**src/rtl/cmb_pkg.sv**
```systemverilog
package cmb_pkg;
  typedef enum logic [2:0] {
    CMB_NOP,
    CMB_SET,
    CMB_CLR,
    CMB_RD_PEND,
    CMB_RD_MASK,
    CMB_RD_SUM,
    CMB_RD_ZERO
  } cmbOpE;

  typedef struct packed {
    cmbOpE op;
    logic  illegal;
  } cmbStrobeT;
endpackage

```
**src/rtl/cmb_ctrl.sv**
```systemverilog
module cmb_ctrl
  import cmb_pkg::*;
#(
  parameter int NUM_GROUPS = 64,
  parameter int LANES      = 4,
  parameter int DATA_W     = 32,
  parameter int ADDR_W     = 9,
  parameter int SEL_W      = ADDR_W - 2
) (
  input  logic              regValid,
  input  logic              regWrite,
  input  logic [ADDR_W-1:0] regAddr,
  output cmbStrobeT         strobe,
  output logic [SEL_W-1:0]  selIdx
);
  localparam int NUM_QUADS = NUM_GROUPS / LANES;
  localparam int SUM_WORDS = (NUM_GROUPS + DATA_W - 1) / DATA_W;
  localparam int QUAD_W    = ADDR_W - 4;

  logic [QUAD_W-1:0] quad;
  logic [1:0]        regSel;
  logic [SEL_W-1:0]  sumIdx;

  assign quad   = regAddr[ADDR_W-1:4];
  assign regSel = regAddr[3:2];
  assign sumIdx = regAddr[ADDR_W-1:2] - SEL_W'(NUM_QUADS * 4);

  always_comb begin
    strobe.op      = CMB_NOP;
    strobe.illegal = 1'b0;
    selIdx         = '0;
    if (regValid) begin
      if (int'(quad) < NUM_QUADS) begin
        selIdx = SEL_W'(quad);
        unique case (regSel)
          2'd0: strobe.op = regWrite ? CMB_SET : CMB_RD_ZERO;
          2'd1: strobe.op = regWrite ? CMB_CLR : CMB_RD_ZERO;
          2'd2: if (regWrite) strobe.illegal = 1'b1; else strobe.op = CMB_RD_PEND;
          default: if (regWrite) strobe.illegal = 1'b1; else strobe.op = CMB_RD_MASK;
        endcase
      end else if (regWrite) begin
        strobe.illegal = 1'b1;
      end else if (int'(sumIdx) < SUM_WORDS) begin
        strobe.op = CMB_RD_SUM;
        selIdx    = sumIdx;
      end else begin
        strobe.op = CMB_RD_ZERO;
      end
    end
  end
endmodule

```
**src/rtl/cmb_datapath.sv**
```systemverilog
module cmb_datapath
  import cmb_pkg::*;
#(
  parameter int NUM_GROUPS      = 64,
  parameter int SRC_PER_GROUP   = 8,
  parameter int DATA_W          = 32,
  parameter int SEL_W           = 7,
  parameter bit IS_EXTERNAL     = 1'b0,
  parameter int EXT_GROUP_LIMIT = 16
) (
  input  logic                              clk,
  input  logic                              rstN,
  input  logic [NUM_GROUPS*SRC_PER_GROUP-1:0] srcIn,
  input  cmbStrobeT                         strobe,
  input  logic [SEL_W-1:0]                  selIdx,
  input  logic [DATA_W-1:0]                 wdata,
  output logic [DATA_W-1:0]                 rdata,
  output logic                              err,
  output logic [NUM_GROUPS-1:0]             grpOut
);
  localparam int LANES     = DATA_W / SRC_PER_GROUP;
  localparam int SUM_WORDS = (NUM_GROUPS + DATA_W - 1) / DATA_W;

  logic [SRC_PER_GROUP-1:0] pendR [NUM_GROUPS];
  logic [SRC_PER_GROUP-1:0] maskR [NUM_GROUPS];
  logic [SUM_WORDS*DATA_W-1:0] sumVec;
  logic [DATA_W-1:0] rdNext;
  logic rdEn;

  for (genvar g = 0; g < NUM_GROUPS; g++) begin : g_grp
    localparam int QUAD = g / LANES;
    localparam int LANE = g % LANES;
    logic hit;
    logic outR;
    logic [SRC_PER_GROUP-1:0] srcSlice;

    assign hit = (int'(selIdx) == QUAD);

    if (IS_EXTERNAL && g >= EXT_GROUP_LIMIT) begin : g_blocked
      assign srcSlice = '0;
    end else begin : g_open
      assign srcSlice = srcIn[g*SRC_PER_GROUP +: SRC_PER_GROUP];
    end

    always_ff @(posedge clk) begin
      if (!rstN) begin
        pendR[g] <= '0;
        maskR[g] <= '0;
        outR     <= 1'b0;
      end else begin
        pendR[g] <= srcSlice;
        if (hit && strobe.op == CMB_SET)
          maskR[g] <= maskR[g] | wdata[LANE*SRC_PER_GROUP +: SRC_PER_GROUP];
        else if (hit && strobe.op == CMB_CLR)
          maskR[g] <= maskR[g] & ~wdata[LANE*SRC_PER_GROUP +: SRC_PER_GROUP];
        outR <= |(maskR[g] & pendR[g]);
      end
    end

    assign grpOut[g] = outR;
  end

  assign sumVec = {{(SUM_WORDS*DATA_W-NUM_GROUPS){1'b0}}, grpOut};

  always_comb begin
    rdNext = '0;
    unique case (strobe.op)
      CMB_RD_PEND, CMB_RD_MASK: begin
        for (int k = 0; k < LANES; k++) begin
          if (int'(selIdx) * LANES + k < NUM_GROUPS) begin
            if (strobe.op == CMB_RD_PEND)
              rdNext[k*SRC_PER_GROUP +: SRC_PER_GROUP] = pendR[int'(selIdx)*LANES+k];
            else
              rdNext[k*SRC_PER_GROUP +: SRC_PER_GROUP] =
                pendR[int'(selIdx)*LANES+k] & maskR[int'(selIdx)*LANES+k];
          end
        end
      end
      CMB_RD_SUM: begin
        for (int w = 0; w < SUM_WORDS; w++)
          if (int'(selIdx) == w) rdNext = sumVec[w*DATA_W +: DATA_W];
      end
      default: rdNext = '0;
    endcase
  end

  assign rdEn = (strobe.op == CMB_RD_PEND) || (strobe.op == CMB_RD_MASK) ||
                (strobe.op == CMB_RD_SUM)  || (strobe.op == CMB_RD_ZERO);

  always_ff @(posedge clk) begin
    if (!rstN) begin
      rdata <= '0;
      err   <= 1'b0;
    end else begin
      if (rdEn) rdata <= rdNext;
      err <= strobe.illegal;
    end
  end
endmodule

```
**src/rtl/grp_irq_combiner.sv**
```systemverilog
module grp_irq_combiner
  import cmb_pkg::*;
#(
  parameter int NUM_GROUPS      = 64,
  parameter int SRC_PER_GROUP   = 8,
  parameter int DATA_W          = 32,
  parameter int ADDR_W          = 9,
  parameter bit IS_EXTERNAL     = 1'b0,
  parameter int EXT_GROUP_LIMIT = 16
) (
  input  logic                                clk,
  input  logic                                rstN,
  input  logic [NUM_GROUPS*SRC_PER_GROUP-1:0] srcIn,
  input  logic                                regValid,
  input  logic                                regWrite,
  input  logic [ADDR_W-1:0]                   regAddr,
  input  logic [DATA_W-1:0]                   regWdata,
  output logic [DATA_W-1:0]                   regRdata,
  output logic                                regErr,
  output logic [NUM_GROUPS-1:0]               grpOut
);
  localparam int LANES = DATA_W / SRC_PER_GROUP;
  localparam int SEL_W = ADDR_W - 2;

  cmbStrobeT        strobe;
  logic [SEL_W-1:0] selIdx;

  cmb_ctrl #(
    .NUM_GROUPS(NUM_GROUPS), .LANES(LANES), .DATA_W(DATA_W),
    .ADDR_W(ADDR_W), .SEL_W(SEL_W)
  ) u_ctrl (
    .regValid(regValid), .regWrite(regWrite), .regAddr(regAddr),
    .strobe(strobe), .selIdx(selIdx)
  );

  cmb_datapath #(
    .NUM_GROUPS(NUM_GROUPS), .SRC_PER_GROUP(SRC_PER_GROUP), .DATA_W(DATA_W),
    .SEL_W(SEL_W), .IS_EXTERNAL(IS_EXTERNAL), .EXT_GROUP_LIMIT(EXT_GROUP_LIMIT)
  ) u_dp (
    .clk(clk), .rstN(rstN), .srcIn(srcIn), .strobe(strobe), .selIdx(selIdx),
    .wdata(regWdata), .rdata(regRdata), .err(regErr), .grpOut(grpOut)
  );
endmodule

```
**config.mk**
```make
export PLATFORM = sky130hd
export DESIGN_NAME = grp_irq_combiner
export DESIGN_NICKNAME = d
export VERILOG_FILES = /design/src/rtl/cmb_pkg.sv /design/src/rtl/cmb_ctrl.sv /design/src/rtl/cmb_datapath.sv /design/src/rtl/grp_irq_combiner.sv
export SDC_FILE = /design/constraint.sdc
export NUM_CORES = 2
export LEC_CHECK = 0
export BUFFER_PORTS_ARGS = -buffer_cell sky130_fd_sc_hd__buf_2
export CAP_MARGIN = 20
export CORE_MARGIN = 4
export CORE_UTILIZATION = 45
export DETAILED_ROUTE_END_ITERATION = 8
export PLACE_DENSITY = 0.76
export SLEW_MARGIN = 15
export SYNTH_ARGS = -nofsm -noshare
export SYNTH_HDL_FRONTEND = slang
export SYNTH_SLANG_ARGS = --single-unit
```
**constraint.sdc**
```tcl
create_clock -name clk -period 8.1 [get_ports clk]
set_clock_uncertainty 0.15 [all_clocks]
set_input_delay 1.62 -clock clk [delete_from_list [all_inputs] [get_ports clk]]
set_output_delay 1.62 -clock clk [all_outputs]
set_load 0.1 [all_outputs]
```
# After elaboration in Yosys (flattened, before gate mapping)
# Memory sizes are Yosys's and may differ from the RTL's.
# Cells that the tools add are included.
[totals] input_bits=557 reg_bits=97 ram_bits=1024 wordCells=929 mem_count=2
[op_classes] n_mux=332 n_bitwise=392 n_addsub=4 magnitude_cmp=6 n_reduce_logical=104 n_eq_ne=23
[mem_list] name="u_dp.maskR" words=64 width=8 rd=68 rd_ports_with_merged_regs=0 write_ports=64 line="cmb_datapath.sv:25" rtl="logic [SRC_PER_GROUP-1:0] maskR [NUM_GROUPS];"
[mem_list] name="u_dp.pendR" words=64 width=8 rd=68 rd_ports_with_merged_regs=0 write_ports=64 line="cmb_datapath.sv:24" rtl="logic [SRC_PER_GROUP-1:0] pendR [NUM_GROUPS];"
[op_table] cell="$mux 8" count=200
[op_table] cell="$and 8x8->8" count=132
[op_table] cell="$or 8x8->8" count=64
[op_table] cell="$reduce_or 8->1" count=64
[op_table] cell="$or 1x1->1" count=192
[op_table] cell="$mux 1" count=116
[op_table] cell="$lt 32x8->1 const B" count=3
[op_table] cell="$mux 32" count=2
[op_table] cell="$pmux 32 s2" count=1
[op_table] cell="$eq 7x5->1 const B" count=8
[op_table] cell="$logic_and 1x1->1" count=32
[op_table] cell="$not 8->8" count=4
[op_table] cell="$eq 7x4->1 const B" count=4
[op_table] cell="$mux 7" count=4
[op_table] cell="$add 9x2->10 const B" count=2
[op_table] cell="$eq 7x3->1 const B" count=2
[op_table] cell="$mux 3" count=4
[op_table] cell="$add 9x1->10 const B" count=1
[op_table] cell="$eq 3x3->1 const B" count=3
[op_table] cell="$lt 9x7->1 const B" count=1
[op_table] cell="$pmux 3 s3" count=1
[op_table] cell="$mux 4" count=2
[op_table] cell="$eq 7x2->1 const B" count=1
[op_table] cell="$logic_not 7->1" count=1
[op_table] cell="12 further kinds" count=17

# Logic depth before layout (Yosys ltp)
[logic_depth] ltp_word=13 depth_mapped=10 mapped_depth_nobuf=6

# Modules after synthesis
# From an unflattened synthesis, not the netlist that was laid out.
[unflattened] cells_unflattened=4189 area_unflattened_um2=50682.4
[by_module_without_submodules] module="cmb_datapath" seq_area_each_um2=27566.4 cells_each=4164 instances=1 area_per_inst_um2=50500.9
[by_module_without_submodules] module="cmb_ctrl" seq_area_each_um2=0.0 cells_each=25 instances=1 area_per_inst_um2=181.4

# Worst setup path before layout
# No wires, ideal clock.
[synth_path] kind="input to register" start="in regAddr[6]" end="mem u_dp.maskR[36][0] (enable)" stages=8 setup_time_ns=0.466 t_required_ns=7.484 setup_slack_ns=1.820 arrival_ns=5.665 n_path_buf=4 cell_sequence="buf_2 -> or4b_1 -> buf_2 -> o31ai_4 -> nand2_2 -> buf_2 -> buf_2 -> o21ai_0"
[synth_lines] element="start: declaration" line="grp_irq_combiner.sv:16" rtl="input logic [ADDR_W-1:0] regAddr,"
[synth_lines] element="end: declaration" line="cmb_datapath.sv:25"

# Worst setup path in the final report
[layout_path] start="in regAddr[5]" end="reg u_dp.rdata[5]"
[layout_via] elab_chain_cells=11
[layout_lines] element="$sub 7x7->7" line="cmb_ctrl.sv:26" rtl="assign sumIdx = regAddr[ADDR_W-1:2] - SEL_W'(NUM_QUADS * 4);"
[layout_lines] element="$lt 7x2->1" line="cmb_ctrl.sv:43" rtl="end else if (int'(sumIdx) < SUM_WORDS) begin"
[layout_lines] element="$mux 7" line="cmb_ctrl.sv:43"
[layout_lines] element="$mux 7" line="cmb_ctrl.sv:41" rtl="end else if (regWrite) begin"
[layout_lines] element="$mux 7" line="cmb_ctrl.sv:33" rtl="if (int'(quad) < NUM_QUADS) begin"
[layout_lines] element="$mux 7" line="cmb_ctrl.sv:32" rtl="if (regValid) begin"
[layout_lines] element="$mem_v2 64x8 (on tied branches)"
[layout_lines] element="$and 8x8->8" line="cmb_datapath.sv:75" rtl="pendR[int'(selIdx)*LANES+k] & maskR[int'(selIdx)*LANES+k];"
[layout_lines] element="$mux 8" line="cmb_datapath.sv:71" rtl="if (strobe.op == CMB_RD_PEND)"
[layout_lines] element="$mux 8" line="cmb_datapath.sv:70" rtl="if (int'(selIdx) * LANES + k < NUM_GROUPS) begin"
[layout_lines] element="$pmux 32 s2" line="cmb_datapath.sv:67" rtl="unique case (strobe.op)"
[layout_lines] element="end signal: assignment" line="cmb_datapath.sv:95" rtl="if (rdEn) rdata <= rdNext;"
[layout_lines] element="end: declaration" line="cmb_datapath.sv:17" rtl="output logic [DATA_W-1:0] rdata,"
# Several ways; a longest one is shown, not always the timed one.
# A chain may end at the register's enable or synchronous reset.

==> summary.txt <==
Outcome
  – Status: finished, final reports clean

Setup path
  – R2R Path End: u_dp.rdata[29]
  – CP endpoint kind: flop
  – Crit path from: regAddr[5]
  – Crit path capture: u_dp.rdata[5]
  – Critical path's most frequent cell: buf_4
  – Peak fanout along the critical path: 48
  – Cells along the critical path: buf_2 -> buf_4 -> or2_2 -> o31ai_4 -> buf_4 -> nand2_2 -> buf_4 -> o22ai_1 -> a221oi_1 -> a32o_1
  – Slowest cell delay on critical path: 1.03 ns
  – RR Startpoint: u_dp.pendR[31][5]
  – CP Depth: 10
  – Crit path max-delay family: buffers and inverters
  – Worst path buffer plus inverter count: 4
  – CP max-delay cell: a221oi_1
  – R2R Setup Slk: 5.58 ns
  – Critical Path Start Type: input pin
  – Worst setup path class: input pin to flop
  – Worst Path Arrival: 5.72 ns
  – Worst Path Required: 8.65 ns
  – Worst r2r path cells: 5

Yosys
  – Netlist Area Pre-Place: 51200 um2
  – Post-synthesis sequential area ratio: 53.8%
  – Post-synth net total: 5412
  – EDFF count, synth: 512
  – Netlist cell types: 77
  – Prevailing post-synth register cell: dfxtp_1
  – Syn avg cell area: 10.6 um2
  – Synth Warn #: 0
  – Syn Inst Count: 4855
  – Synthesized flop and latch total: 1121
  – Post-synth ARST share: 0%

Clock tree
  – CTS resizes: 0
  – Post-CTS Setup Inserts: 0
  – Max clock buf depth: 3
  – Clock transition at path regs: 0.07 ns
  – Worst-Skew Late Latency: 0.77 ns
  – CTS sink count: 1121
  – CTS tree: built
  – Htree depth: 3
  – CTS Hold Bufs: 0
  – Root Driver: clkbuf_16
  – CTS Buf Count: 116

Finish
  – Layout cells sized above 1: 21.2%
  – Multi-input logic area: 21600 um2
  – Fill count: 9980
  – Final #Nets: 5740
  – Sequential Area: 27600 um2
  – Post-layout util: 52.4%
  – P&R area growth vs syn: 15.4%

Timing
  – Peak Freq: 194 MHz
  – Max Transition Viols Final: 0
  – Min Tclk post-route: 5.17 ns
  – RSZ-0062 raised after global routing: no
  – Post-Route Setup TNS: 0 ns
  – Tcrit/Tclk final: 63.8%
  – Rel. slew slack: 15.4%
  – Final hold vios: 0
  – Least-Margin Pin Slew: 1.27 ns
  – # setup viols final: 0

Floorplan
  – Starting Density: 45.4%
  – Site row count: 123
  – Top-Level Pins: 654
  – Total Die Area: 119000 um2
  – Core area: 113000 um2
  – Die Ht: 345 um
  – Die width: 345 um

Power
  – Power Density: 230 nW/um2
  – Design Power: 13.6 mW
  – Leak: 22.7 nW
  – Peak VDD IR: 179 uV

Drt
  – Routed wire per std cell: 37.8 um
  – Vias/cell: 6.98
  – Final wirelength: 257000 um
  – DRC viols: 0
  – Vias: 47400
  – Final ANT Viol Nets: 0
  – Pre-Repair DR Iteration Count: 8
  – Starting DRT DRC Count: 9019

Global route
  – Vias in the first global route: 44100
  – GRT Residual Overflow: 0
  – Total GRT Usage: 40.9%
  – First-pass GRT wire length: 347000 um
  – Largest net degree at the start of global routing: 169
  – Initial antenna violation count: 19

Worst hold path
  – HP Start: u_dp.pendR[39][4]
  – Worst Hold Class: flop to flop

Job
  – Max Cap Viol: 0

Place
  – GPL Wtd Cong: 1.06
  – Detail Placement HPWL: 185000 um
  – Port bufs: 651
==> final cells by class <==
class                   instances  share of cell area [%]
multi-input cells            3190                    36.5
clock buffers                 156                    5.94
diodes                         13                  0.0550
repair buffers                747                    6.80
clock inverters                65                   0.881
well taps                    1500                    3.17
flip-flops and latches       1121                    46.6
inverters                       7                  0.0444
==> cells in the final DEF (no fill, tap or decap), types with 12 or more instances in the layout <==
cell type,Yosys,final
o22a_1,263,263
edfxtp_1,512,512
a221oi_1,27,27
nor2b_1,29,28
clkbuf_1,402,13
dfxtp_1,609,609
a2111oi_2,38,38
a22oi_1,318,318
o211ai_1,20,20
a41oi_1,64,64
a32o_1,17,17
nor3_1,24,23
clkinv_2,0,24
diode_2,0,13
o221ai_1,20,19
a2111oi_0,256,255
inv_4,0,13
mux2i_1,117,117
mux2_2,60,60
and3_1,13,13
o22ai_1,146,146
nor2_1,573,560
buf_2,44,648
o21ai_2,0,16
a211oi_1,39,39
o221a_2,13,13
nand3_1,96,96
nand2_1,183,177
nor4_1,14,14
and2_1,528,528
o31a_1,12,12
buf_4,72,94
a21oi_1,95,94
o21ai_0,83,66
clkbuf_16,0,133
==> cell families (layout without fill, tap and decap cells) <==
logic type             after synthesis  in the layout  share of synthesized area, %
AOI/OAI and AO/OA                 1499           1499                          23.3
muxes                              177            177                          3.60
DFF                               1121           1121                          53.8
other                                0             13                             0
and+or+nand+nor                   1514           1514                          14.7
buffers and inverters              544            975                          4.63
==> where the power goes <==
part	leakage, nW	internal (mW)	switching (mW)	total (mW)
Clock	2.02	3.15	2.48	5.63
Combinational	10.4	0.395	0.973	1.37
Sequential	10.3	6.17	0.404	6.57
Total	22.7	9.71	3.86	13.6
==> tightest hold or removal path, delay by kind of cell (launching register included) <==
kind	cells	cell delay, ns
and+or+nand+nor	1	0.11
DFF	1	0.33
AOI/OAI and AO/OA	1	0.09
==> stage by stage <==
stage / instance area, um2 / cells / setup WS, ns / hold slack (ns)
after floorplan: 51200 / 4855 / 1.82 / 0.360
after global placement: 55000 / 6564 / 2.53 / 0.404
after detailed placement: 55000 / 6564 / 2.42 / 0.394
after CTS: 59100 / 6785 / 3.19 / 0.409
after global routing: 59100 / 6786 / 3.09 / 0.457
final: 59100 / 6799 / 2.93 / 0.401
==> per-layer routing <==
| metal | share of wire, % | wire length [um] | global-route usage [%] |
|---|---|---|---|
| met1 | 34 | 86900 | 49.3 |
| met4 | 10 | 25700 | 30.5 |
| met5 | 0.072 | 184 | 0 |
| met3 | 15 | 37700 | 15.0 |
| met2 | 41 | 106000 | 59.7 |
==> Yosys cell counts, types with 64 or more instances <==
cell type | number | area (um2)
dfxtp_1 | 609 | 12200
nor2_1 | 573 | 2150
and2_1 | 528 | 3300
edfxtp_1 | 512 | 15400
clkbuf_1 | 402 | 1510
a22oi_1 | 318 | 2390
o22a_1 | 263 | 2300
a2111oi_0 | 256 | 2240
nand2_1 | 183 | 687
o22ai_1 | 146 | 913
mux2i_1 | 117 | 1170
nand3_1 | 96 | 480
a21oi_1 | 95 | 475
o21ai_0 | 83 | 415
buf_4 | 72 | 541
a41oi_1 | 64 | 561
==> registers in the layout, indices dropped and copies added, names as in the netlist <==
| name | count |
|---|---|
| u_dp.rdata | 32 |
| u_dp.err | 1 |
| u_dp.g_grp.outR | 64 |
| u_dp.pendR | 512 |
| u_dp.maskR | 512 |
==> worst min-delay path by stage <==
stage | endpoint | slack [ns] | cells past startpoint
floorplan | u_dp.rdata[28] | 0.36 | 2
global placement | u_dp.rdata[2] | 0.40 | 3
detailed placement | u_dp.rdata[28] | 0.39 | 2
CTS | u_dp.rdata[28] | 0.41 | 2
global route | u_dp.rdata[28] | 0.46 | 2
finish | u_dp.rdata[28] | 0.40 | 2
(Power assumes the default switching activity.)
